$ cat src/rtl/asc_pkg.sv
package asc_pkg;
   localparam int NCAUSE    = 3;
   localparam int CAUSE_MQ  = 0;
   localparam int CAUSE_WB  = 1;
   localparam int CAUSE_TGT = 2;

   localparam logic [1:0] KIND_CMISS = 2'b00;
   localparam logic [1:0] KIND_UREAD = 2'b01;

   localparam logic [1:0] BUS_MQ = 2'd0;
   localparam logic [1:0] BUS_WB = 2'd1;
   localparam logic [1:0] BUS_PF = 2'd2;
endpackage

$ cat src/rtl/asc_queue_occ.sv
module asc_queue_occ #(
   parameter int DEPTH = 4
) (
   input  logic clk,
   input  logic rst_n,
   input  logic alloc,
   input  logic svc,
   output logic full,
   output logic accept,
   output logic set_cause,
   output logic clr_cause
);
   localparam int CW = $clog2(DEPTH + 1);

   logic [CW-1:0] occ, occ_next;
   logic          svc_ok;

   always_comb begin
      full      = (occ == CW'(DEPTH));
      accept    = alloc && !full;
      svc_ok    = svc && (occ != '0);
      occ_next  = occ + CW'(accept) - CW'(svc_ok);
      set_cause = accept && (occ_next == CW'(DEPTH));
      clr_cause = svc_ok && full;
   end

   always_ff @(posedge clk) begin
      if (!rst_n) occ <= '0;
      else        occ <= occ_next;
   end
endmodule

$ cat src/rtl/asc_block_acct.sv
module asc_block_acct #(
   parameter int NC = 3,
   parameter int CW = 16,
   parameter int TW = 24
) (
   input  logic           clk,
   input  logic           rst_n,
   input  logic [NC-1:0]  set_bits,
   input  logic [NC-1:0]  clr_bits,
   output logic [NC-1:0]  mask,
   output logic           stall,
   output logic [NC*CW-1:0] evt_cnt,
   output logic [NC*TW-1:0] cyc_tot
);
   localparam int IW = $clog2(NC);

   logic [NC-1:0] mask_next, clr_live;
   logic          start, stop;
   logic [IW-1:0] start_idx, stop_idx;
   logic [TW-1:0] run;

   always_comb begin
      mask_next = (mask & ~clr_bits) | set_bits;
      clr_live  = clr_bits & mask & ~set_bits;
      start     = (mask == '0) && (mask_next != '0);
      stop      = (mask != '0) && (mask_next == '0);
      start_idx = '0;
      stop_idx  = '0;
      for (int i = NC - 1; i >= 0; i--) begin
         if (mask_next[i]) start_idx = IW'(i);
         if (clr_live[i])  stop_idx  = IW'(i);
      end
   end

   always_ff @(posedge clk) begin
      if (!rst_n) begin
         mask  <= '0;
         stall <= 1'b0;
         run   <= '0;
      end else begin
         mask <= mask_next;
         if (start)      begin stall <= 1'b1; run <= TW'(1); end
         else if (stop)  begin stall <= 1'b0; run <= '0;     end
         else if (stall) run <= run + 1'b1;
      end
   end

   for (genvar g = 0; g < NC; g++) begin : g_cause
      logic [CW-1:0] evt;
      logic [TW-1:0] tot;
      always_ff @(posedge clk) begin
         if (!rst_n) begin
            evt <= '0;
            tot <= '0;
         end else begin
            if (start && start_idx == IW'(g)) evt <= evt + 1'b1;
            if (stop && stop_idx == IW'(g))   tot <= tot + run;
         end
      end
      assign evt_cnt[g*CW +: CW] = evt;
      assign cyc_tot[g*TW +: TW] = tot;
   end
endmodule

$ cat src/rtl/asc_entry_gen.sv
module asc_entry_gen
   import asc_pkg::*;
#(
   parameter int AW        = 32,
   parameter int SW        = 8,
   parameter int OW        = 16,
   parameter int BLK_BYTES = 64
) (
   input  logic          clk,
   input  logic          rst_n,
   input  logic          accept,
   input  logic [1:0]    kind,
   input  logic [AW-1:0] addr,
   input  logic [SW-1:0] size,
   input  logic          bus_en,
   input  logic          pf_req,
   input  logic          retry_pending,
   output logic          ent_valid,
   output logic [1:0]    ent_kind,
   output logic [AW-1:0] ent_addr,
   output logic [SW-1:0] ent_size,
   output logic [OW-1:0] ent_order,
   output logic          bus_req_valid,
   output logic [1:0]    bus_req_cause
);
   localparam int OFFW = $clog2(BLK_BYTES);

   logic [AW-1:0] aligned;
   logic [OW-1:0] ord_cnt;

   if (OFFW == 0) begin : g_noalign
      assign aligned = addr;
   end else begin : g_align
      assign aligned = {addr[AW-1:OFFW], {OFFW{1'b0}}};
   end

   always_ff @(posedge clk) begin
      if (!rst_n) begin
         ent_valid     <= 1'b0;
         ent_kind      <= '0;
         ent_addr      <= '0;
         ent_size      <= '0;
         ent_order     <= '0;
         ord_cnt       <= '0;
         bus_req_valid <= 1'b0;
         bus_req_cause <= '0;
      end else begin
         ent_valid <= accept;
         if (accept) begin
            ent_kind  <= kind;
            ent_addr  <= (kind == KIND_CMISS) ? aligned : addr;
            ent_size  <= (kind == KIND_CMISS) ? SW'(BLK_BYTES) : size;
            ent_order <= ord_cnt;
            ord_cnt   <= ord_cnt + 1'b1;
         end
         if (retry_pending) begin
            bus_req_valid <= 1'b0;
         end else if (accept && bus_en) begin
            bus_req_valid <= 1'b1;
            bus_req_cause <= kind[1] ? BUS_WB : BUS_MQ;
         end else if (pf_req) begin
            bus_req_valid <= 1'b1;
            bus_req_cause <= BUS_PF;
         end else begin
            bus_req_valid <= 1'b0;
         end
      end
   end
endmodule

$ cat src/rtl/alloc_stall_ctrl.sv
module alloc_stall_ctrl
   import asc_pkg::*;
#(
   parameter int AW        = 32,
   parameter int SW        = 8,
   parameter int OW        = 16,
   parameter int BLK_BYTES = 64,
   parameter int MQ_DEPTH  = 4,
   parameter int WB_DEPTH  = 4,
   parameter int CW        = 16,
   parameter int TW        = 24
) (
   input  logic                  clk,
   input  logic                  rst_n,
   input  logic                  alloc_valid,
   input  logic [1:0]            alloc_kind,
   input  logic [AW-1:0]         alloc_addr,
   input  logic [SW-1:0]         alloc_size,
   input  logic                  alloc_bus_req,
   input  logic                  svc_valid,
   input  logic                  svc_queue,
   input  logic                  tgt_set,
   input  logic                  tgt_clr,
   input  logic                  pf_req,
   input  logic                  retry_pending,
   output logic                  stall,
   output logic [2:0]            block_mask,
   output logic                  alloc_err,
   output logic                  ent_valid,
   output logic [1:0]            ent_kind,
   output logic [AW-1:0]         ent_addr,
   output logic [SW-1:0]         ent_size,
   output logic [OW-1:0]         ent_order,
   output logic                  bus_req_valid,
   output logic [1:0]            bus_req_cause,
   output logic [3*CW-1:0]       evt_cnt,
   output logic [3*TW-1:0]       cyc_tot
);
   localparam int NQ = 2;

   if ((BLK_BYTES & (BLK_BYTES - 1)) != 0 || BLK_BYTES < 1) begin : g_bad_blk
      $error("BLK_BYTES must be a power of two");
   end
   if (BLK_BYTES >= (1 << SW)) begin : g_bad_sw
      $error("SW too narrow for BLK_BYTES");
   end
   if (MQ_DEPTH < 1 || WB_DEPTH < 1) begin : g_bad_depth
      $error("queue depths must be at least 1");
   end
   if (CW < 1 || TW < 2 || OW < 1) begin : g_bad_cnt
      $error("counter widths too small");
   end

   logic [NQ-1:0]     q_full, q_acc, q_set, q_clr;
   logic [NCAUSE-1:0] set_bits, clr_bits;

   for (genvar g = 0; g < NQ; g++) begin : g_q
      localparam int D = (g == 0) ? MQ_DEPTH : WB_DEPTH;
      asc_queue_occ #(.DEPTH(D)) u_occ (
         .clk       (clk),
         .rst_n     (rst_n),
         .alloc     (alloc_valid && (alloc_kind[1] == 1'(g))),
         .svc       (svc_valid && (svc_queue == 1'(g))),
         .full      (q_full[g]),
         .accept    (q_acc[g]),
         .set_cause (q_set[g]),
         .clr_cause (q_clr[g])
      );
   end

   assign set_bits = {tgt_set, q_set};
   assign clr_bits = {tgt_clr && !tgt_set, q_clr};

   asc_block_acct #(.NC(NCAUSE), .CW(CW), .TW(TW)) u_acct (
      .clk      (clk),
      .rst_n    (rst_n),
      .set_bits (set_bits),
      .clr_bits (clr_bits),
      .mask     (block_mask),
      .stall    (stall),
      .evt_cnt  (evt_cnt),
      .cyc_tot  (cyc_tot)
   );

   asc_entry_gen #(.AW(AW), .SW(SW), .OW(OW), .BLK_BYTES(BLK_BYTES)) u_ent (
      .clk           (clk),
      .rst_n         (rst_n),
      .accept        (|q_acc),
      .kind          (alloc_kind),
      .addr          (alloc_addr),
      .size          (alloc_size),
      .bus_en        (alloc_bus_req),
      .pf_req        (pf_req),
      .retry_pending (retry_pending),
      .ent_valid     (ent_valid),
      .ent_kind      (ent_kind),
      .ent_addr      (ent_addr),
      .ent_size      (ent_size),
      .ent_order     (ent_order),
      .bus_req_valid (bus_req_valid),
      .bus_req_cause (bus_req_cause)
   );

   always_ff @(posedge clk) begin
      if (!rst_n) alloc_err <= 1'b0;
      else if (alloc_valid && q_full[alloc_kind[1]]) alloc_err <= 1'b1;
   end
endmodule

$ cat config.mk
export PLATFORM = sky130hd
export DESIGN_NAME = alloc_stall_ctrl
export DESIGN_NICKNAME = d
export VERILOG_FILES = /design/src/rtl/asc_pkg.sv /design/src/rtl/asc_queue_occ.sv /design/src/rtl/asc_block_acct.sv /design/src/rtl/asc_entry_gen.sv /design/src/rtl/alloc_stall_ctrl.sv
export SDC_FILE = /design/constraint.sdc
export NUM_CORES = 1
export LEC_CHECK = 0
export ABC_AREA = 0
export BUFFER_PORTS_ARGS = -buffer_cell sky130_fd_sc_hd__buf_2
export CORE_AREA = 2 2 232 234
export CTS_CLUSTER_SIZE = 30
export DETAILED_ROUTE_END_ITERATION = 16
export DIE_AREA = 0 0 234 236
export GPL_ROUTABILITY_DRIVEN = 0
export GPL_TIMING_DRIVEN = 0
export PLACE_DENSITY = 0.38
export SLEW_MARGIN = 20
export SYNTH_ARGS = -nofsm -noshare
export SYNTH_HDL_FRONTEND = slang
export SYNTH_HIERARCHICAL = 1
export SYNTH_SLANG_ARGS = --single-unit
export TNS_END_PERCENT = 10
$ cat constraint.sdc
create_clock -name clk -period 9.7 [get_ports clk]
set_clock_uncertainty 0.2 [all_clocks]
set_input_delay 0 -clock clk [delete_from_list [all_inputs] [get_ports clk]]
set_output_delay 0 -clock clk [all_outputs]
set_load 0.005 [all_outputs]
# Yosys cells after proc, flatten, opt, wreduce, memory -nomap -nowiden
# Index checks and enable logic that the tools add are counted.
[totals]
reg_bits = 233
inputBits = 52
out_inout_bits = 187
elab_cells = 114
[op_classes]
add_sub_neg = 12
order_cmp = 1
n_eq_ne = 8
mux = 20
bitwise = 10
reduce_logical = 42
[op_table]
columns = ["operator", "count"]
rows = [
  ["$add A24 B24 Y24", 3],
  ["$add A16 B1 Y16 const B", 4],
  ["$add A24 B1 Y24 const B", 1],
  ["$logic_and A1 B1 Y1", 23],
  ["$mux W2", 8],
  ["$reduce_bool A3 Y1", 5],
  ["$eq A3 B3 Y1 const B", 4],
  ["$mux W1", 10],
  ["$and A3 B3 Y3", 3],
  ["$mux W8", 1],
  ["$add A3 B1 Y3", 2],
  ["$logic_not A2 Y1", 3],
  ["$logic_not A3 Y1", 2],
  ["$mux W6", 1],
  ["$not A3 Y3", 2],
  ["$sub A3 B1 Y3", 2],
  ["$eq A2 B1 Y1 const B", 2],
  ["$eq A2 B2 Y1 const B", 2],
  ["$not A1 Y1", 4],
  ["$reduce_bool A2 Y1", 2],
  ["$reduce_or A2 Y1", 2],
  ["$logic_not A1 Y1", 3],
  ["$or A3 B3 Y3", 1],
  ["$reduce_or A3 Y1", 1],
  ["2 further kinds", 2],
]

# Depth between registers and ports, before layout
[logic_depth]
word_depth = 14
mapped_depth = 20
depth_no_buf = 19

# By module
# Netlist, hierarchy kept.
[by_module_without_submodules]
columns = ["module", "n_inst", "cells_each", "area_per_inst_um2", "seq_area_each_um2"]
rows = [
  ["asc_block_acct", 1, 1166, 9609.2, 2962.8],
  ["asc_entry_gen", 1, 300, 2911.5, 1561.5],
  ["asc_queue_occ", 2, 20, 210.2, 60.1],
  ["alloc_stall_ctrl", 1, 11, 83.8, 20.0],
]

# Worst setup path after synthesis
# No wires, ideal clock.
[synth_path]
path_kind = "flip-flop to flip-flop"
startpoint = "reg g_q[0].u_occ.occ[0]"
endpoint = "reg u_acct.g_cause[1].evt[15]"
setup_ps = 115
t_arrival_ps = 3819
t_required_ps = 9385
setup_slack_ps = 5566
stages_incl_launch_ff = 19
n_path_buf = 0
period_less_slack_ps = 4134
cell_sequence = "dfxtp_1 o31a_2 ha_1 inv_1 ha_1 fa_1 xnor3_1 and4b_1 inv_1 and2_1 nand3_1 ha_1 o2111a_1 and4_1 nor2b_1 nor2b_1 nand4_1 xnor2_1 and2_1"
[synth_between]
elab_chain_cells = 11
elab_cells_between_ends = 18
classes_between = "add/sub (2); eq/ne (3); mux (1); bitwise (3); reduce/logical (9)"
[synth_rtl]
columns = ["element", "line_no", "rtl"]
rows = [
  ["start: declaration", "asc_queue_occ.sv:15", "logic [CW-1:0] occ, occ_next;"],
  ["start signal: assignment", "asc_queue_occ.sv:29", "else occ <= occ_next;"],
  ["$eq A3 B3 Y1", "asc_queue_occ.sv:19", "full = (occ == CW'(DEPTH));"],
  ["$logic_not A1 Y1", "asc_queue_occ.sv:20", "accept = alloc && !full;"],
  ["$logic_and A1 B1 Y1", "asc_queue_occ.sv:20", ""],
  ["$add A3 B1 Y3", "asc_queue_occ.sv:22", "occ_next = occ + CW'(accept) - CW'(svc_ok);"],
  ["$sub A3 B1 Y3", "asc_queue_occ.sv:22", ""],
  ["$eq A3 B3 Y1", "asc_queue_occ.sv:23", "set_cause = accept && (occ_next == CW'(DEPTH));"],
  ["$logic_and A1 B1 Y1 *", "asc_queue_occ.sv:23", ""],
  ["via q_set[0]", "alloc_stall_ctrl.sv:54", "logic [NQ-1:0] q_full, q_acc, q_set, q_clr;"],
  ["$or A3 B3 Y3 *", "asc_block_acct.sv:23", "mask_next = (mask & ~clr_bits) | set_bits;"],
  ["$reduce_bool A3 Y1 *", "asc_block_acct.sv:25", "start = (mask == '0) && (mask_next != '0);"],
  ["$logic_and A1 B1 Y1 *", "asc_block_acct.sv:25", ""],
  ["via u_acct.start", "asc_block_acct.sv:18", "logic start, stop;"],
  ["$logic_and A1 B1 Y1 *", "asc_block_acct.sv:56", "if (start && start_idx == IW'(g)) evt <= evt + 1'b1;"],
  ["end signal: assignment", "asc_block_acct.sv:56", ""],
  ["end: declaration", "asc_block_acct.sv:49", "logic [CW-1:0] evt;"],
]
# The timed path passes the listed nets; every way through them passes the cells marked *.
# A chain may end at the register's enable or synchronous reset.

# Worst setup path in the final report
[layout_path]
startpoint = "reg g_q[1].u_occ.occ[1]"
endpoint = "reg u_acct.g_cause[1].evt[15]"
[layout_between]
elab_cells_between_ends = 19
classes_between = "add/sub (2); eq/ne (3); mux (2); bitwise (3); reduce/logical (9)"
[layout_rtl]
columns = ["element", "line_no"]
rows = [
  ["start: declaration", "asc_queue_occ.sv:15"],
  ["start signal: assignment", "asc_queue_occ.sv:29"],
  ["$eq A3 B3 Y1", "asc_queue_occ.sv:19"],
  ["$logic_not A1 Y1", "asc_queue_occ.sv:20"],
  ["$logic_and A1 B1 Y1", "asc_queue_occ.sv:20"],
  ["$add A3 B1 Y3", "asc_queue_occ.sv:22"],
  ["$sub A3 B1 Y3", "asc_queue_occ.sv:22"],
  ["$eq A3 B3 Y1", "asc_queue_occ.sv:23"],
  ["$logic_and A1 B1 Y1 *", "asc_queue_occ.sv:23"],
  ["via q_set[1]", "alloc_stall_ctrl.sv:54"],
  ["$or A3 B3 Y3 *", "asc_block_acct.sv:23"],
  ["$reduce_bool A3 Y1 *", "asc_block_acct.sv:25"],
  ["$logic_and A1 B1 Y1 *", "asc_block_acct.sv:25"],
  ["via u_acct.start", "asc_block_acct.sv:18"],
  ["$logic_and A1 B1 Y1 *", "asc_block_acct.sv:56"],
]
# Marks and branches as above.

==> results.sh <==
export IMPL_cts_sinks=233
export IMPL_grt_overflow_total=0
export IMPL_core_area_um2=53070
export IMPL_drtPass1Iterations=5
export IMPL_syn_inst=1517
export IMPL_r2r_cells=17
export IMPL_die_width_um=234
export IMPL_ys_flop_type="dfxtp_1"
export IMPL_maxSlewHeadroom_pct=30.43
export IMPL_area_delta_synth_final_pct=33.02
export IMPL_clockRootBuffer="clkbuf_16"
export IMPL_crit_path_start_kind="register"
export IMPL_dr_max_layer_used="met4"
export IMPL_numCtsBuffers=31
export IMPL_grt_pass1_vias=12130
export IMPL_reg2reg_slack_ns=4.99
export IMPL_drc=0
export IMPL_die_h_um=236
export IMPL_ant_nets=0
export IMPL_async_reset_ff_share_pct=0
export IMPL_min_path_type="in -> reg"
export IMPL_cts_tree="yes"
export IMPL_rsz0062_at_grt="no"
export IMPL_rr_endpoint="u_acct/g_cause[1].evt[15]"
export IMPL_total_leakage_power_nw=7.698
export IMPL_fillerInstances=5606
export IMPL_path_clk_slew_ns=0.06
export IMPL_end_kind="register"
export IMPL_grt_usage_pct=16.52
export IMPL_synth_nets=1654
export IMPL_synth_avg_cell_area_um2=8.586
export IMPL_seqCellArea_um2=4664
export IMPL_fmaxAchievable_ghz=0.2122
export IMPL_fin_util_pct=32.65
export IMPL_syn_cell_area_um2=13020
export IMPL_status="completed"
export IMPL_wl_met1_mm=20.88
export IMPL_hold_path_cell_count=4
export IMPL_power_density_nw_per_um2=157.2
export IMPL_tightest_slew_ns=1.043
export IMPL_startpoint="g_q[1].u_occ/occ[1]"
export IMPL_cts_buffer_depth=3
export IMPL_final_cells=2618
export IMPL_worstReg2RegStart="g_q[1].u_occ/occ[1]"
export IMPL_synth_cell_type_count=77
export IMPL_hold_viol_final=0
export IMPL_cts_repair_resized=0
export IMPL_drv_slew=0
export IMPL_port_buffers=238
export IMPL_synth_edf_count=0
export IMPL_min_period_over_period_pct=48.59
export IMPL_route_detailed_wl_per_inst_um=17.77
export IMPL_insertion_delay_ns=0.60
export IMPL_dp_cells=2451
export IMPL_synth_area_leaders="dfxtp_1, ha_1, mux2i_1, nor2_1, and2_1"
export IMPL_setup_violations=0
export IMPL_fin_setup_tns_ns=0
export IMPL_synth_top_area_share_pct=35.81
export IMPL_num_nets_final=2036
export IMPL_grt_pass1_wl_mm=71.21
export IMPL_htreeDepth=1
export IMPL_layout_drive_gt1_share_pct=17.38
export IMPL_diodes=0
export IMPL_grt_max_degree=17
export IMPL_place_hpwl_mm=33.97
export IMPL_cp_max_fo=8
export IMPL_yosys_area_top_type="dfxtp_1"
export IMPL_cp_endpoint="u_acct/g_cause[1].evt[15]"
export IMPL_dieArea_um2=55220
export IMPL_crit_type="reg -> reg"
export IMPL_post_cts_buffers=0
export IMPL_routed_via_count=12150
export IMPL_drtIter0Drc=522
export IMPL_multi_input_area_um2=7948
export IMPL_cp_data_required_time_ns=10.00
export IMPL_initial_core_util_pct=24.54
export IMPL_dr_wl_met3_mm=2.276
export IMPL_rows=85
export IMPL_num_io_pins=239
export IMPL_antenna_found_initial=0
export IMPL_fin_crit_ns=4.714
export IMPL_synth_seq_area_share_pct=35.81
export IMPL_routed_via_density=4.639
export IMPL_ys_seq_elements=233
export IMPL_maxCapViolCount=0
export IMPL_ys_warnings_count=6
export IMPL_worstPathArrival_ns=5.01
export IMPL_wl_mm=46.51
export IMPL_worst_ir_drop_vdd_v=0.0001314
export IMPL_met2RoutedLength_mm=22.21
==> state kept, by name, indices dropped and copies added (netlist names), 2 cells and up <==
name and flops:
u_acct/g_cause.evt 48, u_ent/ord_cnt 16, u_ent/ent_order 16, u_ent/ent_kind 2
u_ent/ent_addr 32, u_ent/bus_req_cause 2, u_acct/run 24, u_acct/mask 3
u_ent/ent_size 8, u_acct/g_cause.tot 72, g_q.u_occ/occ 6
==> cells by family (layout without fill, tap and decap cells) <==
kind of cell    after synthesis  after routing  synth area share (%)
mux                          56             56                 4.304
compound gates              326            326                 16.59
flops                       233            233                 35.81
simple gates                601            601                 23.86
fa+ha+maj                    85             85                 8.453
xor+xnor                    113            113                 7.810
buf+inv                     103            508                 3.170
==> stage by stage <==
stage / worst slack, ns / hold WS, ns / total power, mW / instance area [um2]
after CTS: 4.920 / 0.02718 / 2.785 / 17330
after detailed placement: 4.946 / 0.01430 / 1.442 / 15090
final: 4.986 / 0.07307 / 2.724 / 17330
after global routing: 4.626 / 0.1040 / 2.868 / 17330
after floorplan: 5.566 / -0.1207 / 1.297 / 13030
after global placement: 4.959 / 0.01044 / 1.440 / 15090
==> Yosys cell counts (8+ instances only) <==
cell type and n:
a211oi_1 10, xnor2_1 57, nand2b_1 8, nand3_1 66
dfxtp_1 233, nor2_1 138, mux2i_1 56, a21boi_0 19
buf_2 12, and2_1 81, o21ai_0 78, a31oi_1 8
a21o_1 33, a21oi_1 79, nor2b_1 34, xor2_1 54
o21bai_1 12, or3_1 15, nor3_1 17, nand4_1 33
and3_1 23, o211ai_1 12, ha_1 80, nand2_1 132
inv_1 33, clkbuf_1 54, o21a_1 17
==> power by group <==
group / internal [mW] / switching (mW)
Sequential: 1.00 / 0.0411
Clock: 0.792 / 0.477
Combinational: 0.189 / 0.220
==> routing by layer <==
metal / vias up / track usage (%)
met1: 5695 / 20.95
met5: - / 0
li1: 6125 / -
met2: 259 / 28.44
met3: 67 / 2.901
met4: 0 / 4.641
==> critical path: stages (launching register included) <==
cell      delay (ns)
dfxtp_1         0.34
o31a_2          0.34
ha_1            0.28
inv_1           0.04
ha_1            0.19
fa_1            0.41
xnor3_1         0.22
and4b_1         0.33
nor2_1          0.11
nand3_1         0.12
ha_1            0.34
o2111a_1        0.42
and4_1          0.30
nor2b_1         0.26
nor2b_1         0.27
nand4_1         0.15
xnor2_1         0.14
and2_1          0.15
==> layout by cell type, fill, tap and decap left out, drive strengths merged, types with 20 or more instances in the layout <==
| master | instances |
|---|---|
| dfxtp | 233 |
| nand4 | 33 |
| mux2i | 56 |
| and2 | 84 |
| buf | 254 |
| xor2 | 54 |
| a21boi | 20 |
| and3 | 23 |
| a21o | 33 |
| o21ai | 84 |
| nand3 | 67 |
| nor2b | 35 |
| inv | 34 |
| nand2 | 132 |
| dlygate4sd3 | 111 |
| a21oi | 81 |
| ha | 80 |
| clkbuf | 98 |
| nor2 | 138 |
| xnor2 | 57 |
==> how the worst min path moves through the flow <==
| stage | slack, ns | endpoint | startpoint |
|---|---|---|---|
| finish | 0.07 | u_ent/bus_req_valid | alloc_bus_req |
| global route | 0.10 | u_ent/bus_req_valid | alloc_bus_req |
| CTS | 0.03 | u_ent/bus_req_valid | alloc_bus_req |
| detailed placement | 0.01 | u_ent/bus_req_valid | retry_pending |
| global placement | 0.01 | u_ent/bus_req_valid | retry_pending |
| floorplan | -0.12 | u_ent/bus_req_valid | retry_pending |
==> what timing repair did <==
item / CTS / global route
hold buffers: 111 / 0
hold endpoints to repair: 61 / 0
endpoints found under the setup margin: 0 / 0
==> area by class of cell <==
type                    instances  share of cell area, %
multi-input cells            1181                  45.87
clock buffers                  44                  5.337
flip-flops and latches        233                  26.92
well taps                     696                  5.026
clock inverters                12                  1.170
inverters                      33                 0.7150
plain buffers                  70                  1.668
repair buffers                349                  13.29
No activity file was read; power rests on OpenSTA's default activity.
